===== src/rtl/sfp_pkg.sv =====
package sfp_pkg;
  localparam int ADDR_W  = 3;
  localparam int LVL_W   = 7;
  localparam int IDLE_W  = 4;
  localparam int NUM_SRC = 7;

  localparam logic [ADDR_W-1:0] RA_CTRL  = 3'd0;
  localparam logic [ADDR_W-1:0] RA_IDLE  = 3'd1;
  localparam logic [ADDR_W-1:0] RA_MASK  = 3'd2;
  localparam logic [ADDR_W-1:0] RA_STAT  = 3'd3;
  localparam logic [ADDR_W-1:0] RA_OCC   = 3'd4;
  localparam logic [ADDR_W-1:0] RA_TXD   = 3'd5;
  localparam logic [ADDR_W-1:0] RA_RXD   = 3'd6;

  localparam int SB_TX_LOW  = 0;
  localparam int SB_RX_HIGH = 1;
  localparam int SB_TX_UDF  = 2;
  localparam int SB_TX_OVF  = 3;
  localparam int SB_RX_UDF  = 4;
  localparam int SB_RX_OVF  = 5;
  localparam int SB_RX_IDLE = 6;
endpackage


===== src/rtl/sfp_fifo.sv =====
module sfp_fifo #(
  parameter int DEPTH = 16,
  parameter int DW    = 8,
  parameter int LVL_W = 7
) (
  input  logic             clk,
  input  logic             rst,
  input  logic             clr,
  input  logic             push,
  input  logic [DW-1:0]    din,
  input  logic             pop,
  output logic [DW-1:0]    dout,
  output logic [LVL_W-1:0] level,
  output logic             full,
  output logic             empty,
  output logic             ovf,
  output logic             udf
);
  localparam int PTR_W = (DEPTH > 1) ? $clog2(DEPTH) : 1;
  localparam logic [PTR_W-1:0] LAST = PTR_W'(DEPTH - 1);

  logic [DW-1:0]    mem [DEPTH];
  logic [PTR_W-1:0] wptr, rptr;
  logic             push_ok, pop_ok;

  assign full    = (level == LVL_W'(DEPTH));
  assign empty   = (level == '0);
  assign push_ok = push && !full;
  assign pop_ok  = pop && !empty;
  assign ovf     = push && full;
  assign udf     = pop && empty;

  always_ff @(posedge clk) begin
    if (push_ok) mem[wptr] <= din;
  end

  always_ff @(posedge clk) begin
    if (rst) begin
      dout <= '0;
    end else if (pop) begin
      dout <= pop_ok ? mem[rptr] : '0;
    end
  end

  always_ff @(posedge clk) begin
    if (rst || clr) begin
      wptr  <= '0;
      rptr  <= '0;
      level <= '0;
    end else begin
      if (push_ok) wptr <= (wptr == LAST) ? '0 : wptr + 1'b1;
      if (pop_ok)  rptr <= (rptr == LAST) ? '0 : rptr + 1'b1;
      level <= level + LVL_W'(push_ok) - LVL_W'(pop_ok);
    end
  end
endmodule


===== src/rtl/sfp_idle_timer.sv =====
module sfp_idle_timer #(
  parameter int LVL_W  = 7,
  parameter int IDLE_W = 4
) (
  input  logic              clk,
  input  logic              rst,
  input  logic [LVL_W-1:0]  level,
  input  logic [LVL_W-1:0]  thresh,
  input  logic              push,
  input  logic [IDLE_W-1:0] limit,
  output logic              fire
);
  logic [IDLE_W-1:0] cnt;
  logic              partial;

  assign partial = (level != '0) && (level < thresh);
  assign fire    = partial && !push && (cnt >= limit);

  always_ff @(posedge clk) begin
    if (rst || !partial || push) begin
      cnt <= '0;
    end else if (cnt != '1) begin
      cnt <= cnt + 1'b1;
    end
  end
endmodule


===== src/rtl/sfp_irq_ctrl.sv =====
module sfp_irq_ctrl #(
  parameter int N = 7
) (
  input  logic         clk,
  input  logic         rst,
  input  logic [N-1:0] set,
  input  logic         clr_we,
  input  logic [N-1:0] clr_bits,
  input  logic [N-1:0] mask,
  output logic [N-1:0] stat,
  output logic         irq
);
  logic [N-1:0] keep;

  assign keep = clr_we ? ~clr_bits : '1;

  always_ff @(posedge clk) begin
    if (rst) begin
      stat <= '0;
      irq  <= 1'b0;
    end else begin
      stat <= (stat & keep) | set;
      irq  <= |(stat & mask);
    end
  end
endmodule


===== src/rtl/sfp_fifo_pair.sv =====
module sfp_fifo_pair
  import sfp_pkg::*;
#(
  parameter int DEPTH = 16
) (
  input  logic              clk,
  input  logic              rst,
  input  logic              reg_wr,
  input  logic              reg_rd,
  input  logic [ADDR_W-1:0] reg_addr,
  input  logic [31:0]       reg_wdata,
  output logic [31:0]       reg_rdata,
  input  logic              eng_tx_pop,
  output logic [7:0]        eng_tx_data,
  input  logic              eng_rx_push,
  input  logic [7:0]        eng_rx_data,
  output logic              irq
);
  logic              rx_en, tx_en;
  logic [LVL_W-1:0]  rx_thr, tx_thr;
  logic [IDLE_W-1:0] idle_lim;
  logic [NUM_SRC-1:0] mask, stat, set;

  logic              tx_push, tx_pop, rx_push, rx_pop;
  logic [LVL_W-1:0]  tx_level, rx_level;
  logic              tx_full, tx_empty, rx_full, rx_empty;
  logic              tx_ovf, tx_udf, rx_ovf, rx_udf, idle_fire;
  logic [7:0]        rx_dout;
  logic [31:0]       rd_q, occ_word;
  logic              rd_rx_q;
  logic              wd_unused;

  assign wd_unused = ^{reg_wdata[31:23], reg_wdata[15:11], reg_wdata[3:2]};

  assign tx_push = reg_wr && (reg_addr == RA_TXD) && tx_en;
  assign tx_pop  = eng_tx_pop && tx_en;
  assign rx_push = eng_rx_push && rx_en;
  assign rx_pop  = reg_rd && (reg_addr == RA_RXD) && rx_en;

  always_ff @(posedge clk) begin
    if (rst) begin
      rx_en    <= 1'b0;
      tx_en    <= 1'b0;
      rx_thr   <= '0;
      tx_thr   <= '0;
      idle_lim <= '0;
      mask     <= '0;
    end else if (reg_wr) begin
      case (reg_addr)
        RA_CTRL: begin
          rx_en  <= reg_wdata[0];
          tx_en  <= reg_wdata[1];
          rx_thr <= reg_wdata[10:4];
          tx_thr <= reg_wdata[22:16];
        end
        RA_IDLE: idle_lim <= reg_wdata[IDLE_W-1:0];
        RA_MASK: mask     <= reg_wdata[NUM_SRC-1:0];
        default: ;
      endcase
    end
  end

  sfp_fifo #(.DEPTH(DEPTH), .DW(8), .LVL_W(LVL_W)) u_txq (
    .clk(clk), .rst(rst), .clr(!tx_en), .push(tx_push), .din(reg_wdata[7:0]),
    .pop(tx_pop), .dout(eng_tx_data), .level(tx_level), .full(tx_full),
    .empty(tx_empty), .ovf(tx_ovf), .udf(tx_udf)
  );

  sfp_fifo #(.DEPTH(DEPTH), .DW(8), .LVL_W(LVL_W)) u_rxq (
    .clk(clk), .rst(rst), .clr(!rx_en), .push(rx_push), .din(eng_rx_data),
    .pop(rx_pop), .dout(rx_dout), .level(rx_level), .full(rx_full),
    .empty(rx_empty), .ovf(rx_ovf), .udf(rx_udf)
  );

  sfp_idle_timer #(.LVL_W(LVL_W), .IDLE_W(IDLE_W)) u_idle (
    .clk(clk), .rst(rst), .level(rx_level), .thresh(rx_thr),
    .push(rx_push), .limit(idle_lim), .fire(idle_fire)
  );

  always_comb begin
    set             = '0;
    set[SB_TX_LOW]  = tx_en && (tx_level <= tx_thr);
    set[SB_RX_HIGH] = rx_en && (rx_level >= rx_thr);
    set[SB_TX_UDF]  = tx_udf;
    set[SB_TX_OVF]  = tx_ovf;
    set[SB_RX_UDF]  = rx_udf;
    set[SB_RX_OVF]  = rx_ovf;
    set[SB_RX_IDLE] = rx_en && idle_fire;
  end

  sfp_irq_ctrl #(.N(NUM_SRC)) u_irq (
    .clk(clk), .rst(rst), .set(set),
    .clr_we(reg_wr && (reg_addr == RA_STAT)), .clr_bits(reg_wdata[NUM_SRC-1:0]),
    .mask(mask), .stat(stat), .irq(irq)
  );

  assign occ_word = {7'b0, rx_empty, rx_full, rx_level,
                     7'b0, tx_empty, tx_full, tx_level};

  always_ff @(posedge clk) begin
    if (rst) begin
      rd_q    <= '0;
      rd_rx_q <= 1'b0;
    end else begin
      rd_rx_q <= rx_pop;
      rd_q    <= '0;
      if (reg_rd) begin
        case (reg_addr)
          RA_CTRL: rd_q <= {9'b0, tx_thr, 5'b0, rx_thr, 2'b0, tx_en, rx_en};
          RA_IDLE: rd_q <= 32'(idle_lim);
          RA_MASK: rd_q <= 32'(mask);
          RA_STAT: rd_q <= 32'(stat);
          RA_OCC:  rd_q <= occ_word;
          default: rd_q <= '0;
        endcase
      end
    end
  end

  assign reg_rdata = rd_rx_q ? {24'b0, rx_dout} : rd_q;
endmodule


===== config.mk =====
export PLATFORM = sky130hd
export DESIGN_NAME = sfp_fifo_pair
export DESIGN_NICKNAME = d
export VERILOG_FILES = /design/src/rtl/sfp_pkg.sv /design/src/rtl/sfp_fifo.sv /design/src/rtl/sfp_idle_timer.sv /design/src/rtl/sfp_irq_ctrl.sv /design/src/rtl/sfp_fifo_pair.sv
export SDC_FILE = /design/constraint.sdc
export NUM_CORES = 1
export LEC_CHECK = 0
export BUFFER_PORTS_ARGS = -buffer_cell sky130_fd_sc_hd__buf_2
export CORE_UTILIZATION = 45
export CTS_BUF_LIST = sky130_fd_sc_hd__clkbuf_8
export DETAILED_ROUTE_END_ITERATION = 6
export REMOVE_ABC_BUFFERS = 1
export SYNTH_ARGS = -nofsm -noshare
export SYNTH_HDL_FRONTEND = slang
export SYNTH_SLANG_ARGS = --single-unit

===== constraint.sdc =====
create_clock -name clk -period 3.5 [get_ports clk]
set_input_delay 0.35 -clock clk [delete_from_list [all_inputs] [get_ports clk]]
set_output_delay 0.35 -clock clk [all_outputs]
set_load 0.05 [all_outputs]

# == Word-level counts from Yosys, hierarchy flattened ==
# Memory sizes are Yosys's and may differ from the RTL's. A register that Yosys moved wholly into a read port is not among the register bits.
# Index checks and enable logic that the tools add are counted.
# word_totals
regBits,118
mem_count,2
ramBits,256
word_cells,111
out_inout_bits,41
# classes
addsub,9
mux,17
order_cmp,4
eq_ne,13
reduce_logical,42
bitwise_logic,5
# memory_table
memory,depth,word_bits,read_ports,rd_ports_with_merged_regs,wr,line,text
u_rxq.mem,16,8,1,1,1,sfp_fifo.sv:22,logic [DW-1:0] mem [DEPTH];
u_txq.mem,16,8,1,1,1,sfp_fifo.sv:22,
# ops
operator,count
$pmux W25 S5,1
$mux W32,1
$mux W4,8
$logic_and A1 B1 Y1,21
$add A4 B1 Y4 const B,5
$eq A4 B4 Y1 const B,4
$mux W8,2
$add A7 B1 Y7,2
$and A7 B7 Y7,2
$eq A7 B5 Y1 const B,2
$logic_not A7 Y1,2
$sub A7 B1 Y7,2
$eq A3 B3 Y1 const B,3
$logic_not A1 Y1,8
$ge A7 B7 Y1,1
$le A7 B7 Y1,1
$lt A7 B7 Y1,1
$mux W7,1
$not A7 Y7,1
$or A7 B7 Y7,1
$reduce_bool A7 Y1,1
$reduce_or A7 Y1,1
$eq A3 B2 Y1 const B,2
$reduce_and A2 Y1,3
8 further kinds,14

# == Longest topological paths before layout ==
# depth
depth_word,6
ltp_mapped,15
ltp_nobuf,15

# == Modules after synthesis ==
# Synthesis repeated with hierarchy kept, for this count alone.
# unflattened
hier_cells,1087
area_unflattened_um2,15952.8
# modules_own_cells
module,seq_area_each_um2,n_inst,cells_per_inst,area_each_um2
sfp_fifo (u_txq),4384.2,1,357,6317.3
sfp_fifo (u_rxq),4384.2,1,356,6308.6
sfp_fifo_pair,960.9,1,293,2549.9
sfp_idle_timer,80.1,1,55,462.9
sfp_irq_ctrl,160.2,1,26,314.1

# == Least setup slack after synthesis ==
# OpenSTA, ideal clock, no wires.
# synth_path
kind,reg-to-reg
from,register u_txq.level[2]
to,register u_txq.level[6]
stages_incl_launch_ff,16
arrival_time_ns,2.891
slack_ns,0.551
synth_period_minus_slack_ns,2.949
n_path_buf,0
path_cell_list,dfxtp_1 -> inv_1 -> ha_1 -> nor4b_2 -> a21o_1 -> inv_1 -> ha_1 -> inv_1 -> ha_1 -> inv_1 -> fa_1 -> nand2b_1 -> a21oi_1 -> o21ai_0 -> nor4b_1 -> a211o_1
# synth_between
elab_chain_len,5
elab_cells_between_ends,8
# synth_rtl
item,line,text
start: declaration,sfp_fifo.sv:13,"output logic [LVL_W-1:0] level,"
start signal: assignment,sfp_fifo.sv:53,level <= level + LVL_W'(push_ok) - LVL_W'(pop_ok);
$eq A7 B5 Y1,sfp_fifo.sv:26,assign full = (level == LVL_W'(DEPTH));
$logic_not A1 Y1,sfp_fifo.sv:28,assign push_ok = push && !full;
$logic_and A1 B1 Y1,sfp_fifo.sv:28,
$add A7 B1 Y7,sfp_fifo.sv:53,
$sub A7 B1 Y7 (*),sfp_fifo.sv:53,
# Every way passes the cells marked *; elsewhere a longest branch is shown, timed or not.
# A chain may end at the register's enable or synchronous reset.

# == Worst setup path after layout ==
# Same ends and word-level chain as after synthesis.

==> results.md <==
Routing:
- The number of search-and-repair iterations in the first detailed-routing pass is 5.
- The number of routed nets with antenna violations is 0.
- For this run, design rule violations remaining after detail routing come to 0.
- For this block, the initial DRC count from the detailed router was 568.
- The final layout contains routed wiring with a total length of 33400 µm.
- Dividing the detail-routed wire length by the instance count gives 19.8 µm.
- In the routed layout, each cell is associated on average with a via count of 5.29.
- The total number of vias is 8949.

GRT:
- The remaining global-route overflow is 0.
- The total track usage is 0.196.
- The number of antenna violations at the first check in global routing is 1.
- Entering global routing, the biggest net connects 33 pins.
- The global-route wire length before repair is 52600 µm.
- The via count of the first global-routing pass is 9195.

Final layout:
- In the final layout, the share of cells above drive strength 1 is 0.203.
- The layout overhead on the synthesized area is 13.7%.
- Leaving out filler cells and counting taps, the final layout contains 1691.
- For this run, the post-layout net count is 1288.
- In the final layout, flip-flops and latches occupy 9970 µm².
- The area of combinational cells with multiple inputs is 5100 µm².
- The post-layout utilization of the core is 0.524.
- The filler cell count in the final layout is 2864.

Clock tree:
- The cell at the root of the clock tree is sky130_fd_sc_hd__clkbuf_8.
- The later pin in the worst-skew pair is clocked with a latency of 0.61 ns.
- The H-tree depth reported by CTS is 2.
- Post-CTS repair changed the size of 0 cells.
- Counting along the longest clock path gives a buffer depth of 3.
- The number of setup buffers added after CTS is 0.
- The clock transition at the register clock pins on the worst setup and hold paths after CTS is 0.06 ns.
- The clock net in this run drives a total of 370 sinks.
- TritonCTS built the clock tree.
- The count of hold buffers inserted by post-cts repair is 10.
- The TritonCTS buffer count is 60.

Synth:
- Among all flip-flop cells after synthesis, the most frequent one is sky130_fd_sc_hd__edfxtp_1.
- Counting every instance in the synthesized netlist gives 1081.
- After synthesis the cells add up to 15500 µm².
- The share of flip-flops with an asynchronous set or reset after synthesis is 0.
- In the synthesized netlist, the cells that appear most often are sky130_fd_sc_hd__edfxtp_1 (256), sky130_fd_sc_hd__dfxtp_1 (114), sky130_fd_sc_hd__nand2_1 (88), sky130_fd_sc_hd__nor2_1 (81), sky130_fd_sc_hd__mux4_2 (64).
- The number of library cell types mapped by synthesis is 62.
- In the post-synthesis netlist, the biggest area contributors are sky130_fd_sc_hd__edfxtp_1 (50%), sky130_fd_sc_hd__dfxtp_1 (15%), sky130_fd_sc_hd__mux4_2 (9.3%).
- In the post-synthesis netlist, the cell with the most instances is sky130_fd_sc_hd__edfxtp_1.
- The post-synthesis sequential element count is 370.
- The total of warnings raised by yosys is 0.
- The synthesized area per cell is 14.4 µm².
- The portion of synthesized cell area occupied by the leading cell type is 0.495.
- Of all cell types, the one taking the most synthesized area is sky130_fd_sc_hd__edfxtp_1.
- The register area share after synthesis is 0.642.
- The number of enable flip-flop cells after synthesis is 256.

Die:
- The width of the die is 188 µm.
- The die extent in y is 188 µm.
- The floorplan has 67 rows.
- The overall die area is 35300 µm².
- In this run the count of I/O pins placed on the die edge is 90.
- For this configuration, the core starts out at a cell density of 0.461.
- The floorplan step defined a core boundary enclosing 33700 µm².

Worst setup path:
- In this run the critical register-to-register path is captured at u_txq.level[6].
- Among the stages of the critical path, the cell type that occurs most often is sky130_fd_sc_hd__inv_1.
- The data required time of the critical path is 4.06 ns.
- In this run the worst path has a maximum fanout of 7.
- The delay of the slowest cell on the worst path is 0.41 ns.
- By startpoint and endpoint, the worst setup path is classified as reg -> reg.
- The signal on the critical path passes through inv_1 > ha_1 > nor4b_2 > a21o_1 > inv_1 > ha_1 > inv_1 > ha_1 > inv_1 > fa_1 > nand2b_1 > a21oi_1 > o21ai_0 > nor4b_1 > a211o_1.
- Across all register-to-register paths, the minimum setup slack is 0.33 ns.
- STA classifies the critical path endpoint as a register.
- The critical path data arrival time is 3.73 ns.
- The worst register-to-register path has a depth of 15.
- The kind of start point of the critical path is a register.
- The launching point of the worst reg2reg path is u_txq.level[2].
- The worst-path cell with the longest stage delay is sky130_fd_sc_hd__fa_1.

Timing:
- Summed over all failing endpoints, the final setup total negative slack is 0 ns.
- Setup repair after global routing left no endpoint under its margin.
- Of the available clock period, the critical path in the final layout requires 0.907.
- Counting I/O delays and the setup requirement, the final critical path takes 3.17 ns.
- The number of endpoints failing setup at the final stage is 0.
- The headroom to the max-slew limit is 0.230.
- After layout, the worst setup slack is 0.327 ns.
- Hold timing on the final database bottoms out at a slack of 0.0817 ns.
- Timing would allow up to 315 MHz.
- The number of hold-slack violations in the final timing report came to 0.
- At the pin with the least slew margin, the transition time is 1.15 ns.
- The number of slew-limit violations in the final report came to 0.
- The maximum clock skew at final layout is 0.0201 ns.

Power:
- The leakage dissipation is 6.19 nW.
- The peak supply drop is 0.374 mV.
- The power spent charging and discharging nets is 0.00185 W.
- The clock power share is 0.438.
- The portion of total power attributed to combinational logic is 0.023.
- Of the total power, the share spent switching nets is 0.213.
- The internal power consumption is 0.00684 W.
- The power per cell area is 492 nW/µm².
- The power share of the sequential group is 0.539.

Hold path:
- The startpoint of the lowest-slack hold path is reg_rd.
- The worst hold path passes through 3 cells.
- The worst hold path endpoint is rd_q[2].
- The class of the tightest hold or removal check is in -> reg.

Flow run:
- The max-cap violation count is 0.

Run status:
- The run finished with clean final reports.

Placed design:
- Buffers placed on the I/O ports in this run total 63.
- The half-perimeter wire length after detailed placement is 21700 µm.
- Routability-driven placement finished with a final weighted congestion of 0.814.
- Before CTS, the worst setup slack after placement is 0.360 ns.
- Counting tap cells, the placed design contains a total of 1566 instances.
-- sequential cells by signal, indices dropped and copies added (netlist names), named ones only --
register and flops:
rx_thr 7, u_txq.level 7, u_txq.mem 128, u_rxq.rptr 4
tx_en 1, rx_en 1, u_rxq.mem 128, mask 7
u_txq.wptr 4, idle_lim 4, u_rxq.wptr 4, u_rxq.dout 8
u_irq.irq 1, rd_rx_q 1, rd_q 20, u_rxq.level 7
u_txq.rptr 4, u_idle.cnt 4, u_txq.dout 8, tx_thr 7
u_irq.stat 7
-- per-layer routing --
layer	track usage	part of all wire	vias up
met4	0.0585	0.017	0
met3	0.0361	0.049	52
li1	-	-	4264
met1	0.269	0.45	4407
met2	0.317	0.48	226
met5	0	0	-
-- cell type report --
| type | instances | share of cell area |
|---|---|---|
| antenna | 1 | 0.000142 |
| timing repair buffer | 94 | 0.0325 |
| inverter | 48 | 0.0102 |
| clock buffer | 73 | 0.0569 |
| multi-input combinational | 616 | 0.289 |
| tap | 448 | 0.0317 |
| clock inverter | 41 | 0.0148 |
| sequential | 370 | 0.565 |
-- worst max-delay path by stage --
stage | from | to | slack, ns | cells past startpoint
after detailed placement | u_txq.level[2] | u_txq.level[6] | 0.36 | 15
final | u_txq.level[2] | u_txq.level[6] | 0.33 | 15
after global placement | u_txq.level[2] | u_txq.level[6] | 0.40 | 15
after CTS | u_txq.level[2] | u_txq.level[6] | 0.32 | 15
after floorplan | u_txq.level[2] | u_txq.level[6] | 0.55 | 15
after global routing | u_txq.level[2] | u_txq.level[6] | 0.03 | 15
-- metrics by stage --
| step | instance area [µm²] | power (W) |
|---|---|---|
| final | 17700 | 0.00869 |
| after global routing | 17700 | 0.00900 |
| after CTS | 17700 | 0.00879 |
| after detailed placement | 16300 | 0.00497 |
| after global placement | 16300 | 0.00496 |
| after floorplan | 15300 | 0.00486 |
-- layout by cell type, fill, tap and decap left out, types with 11 or more instances in the layout --
cell type                  synthesis  final
sky130_fd_sc_hd__edfxtp_1        256    256
sky130_fd_sc_hd__dfxtp_1         114    112
sky130_fd_sc_hd__nand2_1          88     88
sky130_fd_sc_hd__nor2_1           81     81
sky130_fd_sc_hd__inv_1            48     73
sky130_fd_sc_hd__clkbuf_8          0     73
sky130_fd_sc_hd__mux4_2           64     64
sky130_fd_sc_hd__buf_2            13     63
sky130_fd_sc_hd__a21oi_1          57     57
sky130_fd_sc_hd__mux2i_1          47     47
sky130_fd_sc_hd__ha_1             47     47
sky130_fd_sc_hd__and2_1           23     23
sky130_fd_sc_hd__buf_4            14     21
sky130_fd_sc_hd__nor2b_1          20     20
sky130_fd_sc_hd__o21ai_0          15     15
sky130_fd_sc_hd__and3_1           13     13
sky130_fd_sc_hd__a22oi_1          12     12
sky130_fd_sc_hd__conb_1            1     12
sky130_fd_sc_hd__nand3_1          11     11
-- power groups by stage --
stage | logic, W | clock network, W | registers (W)
after floorplan | 0.0000789 | 0 | 0.00478
after global placement | 0.000184 | 0 | 0.00478
after detailed placement | 0.000188 | 0 | 0.00478
after CTS | 0.000196 | 0.00391 | 0.00469
after global routing | 0.000214 | 0.00410 | 0.00468
final | 0.000197 | 0.00381 | 0.00469
-- critical path, delay by kind of cell (launching register included) --
family          cells  cell delay, ns
compound gates      4            0.76
buf+inv             4            0.34
simple gates        3            0.69
flops               1            0.34
fa+ha+maj           4            1.01
-- cell families after synthesis --
logic type	share of synthesized area
buf+inv	0.0321
compound gates	0.0559
mux	0.130
other cells	0.000242
fa+ha+maj	0.0405
xor+xnor	0.00564
flops	0.642
simple gates	0.0932
Note: power is estimated with default switching activity, not from simulation.
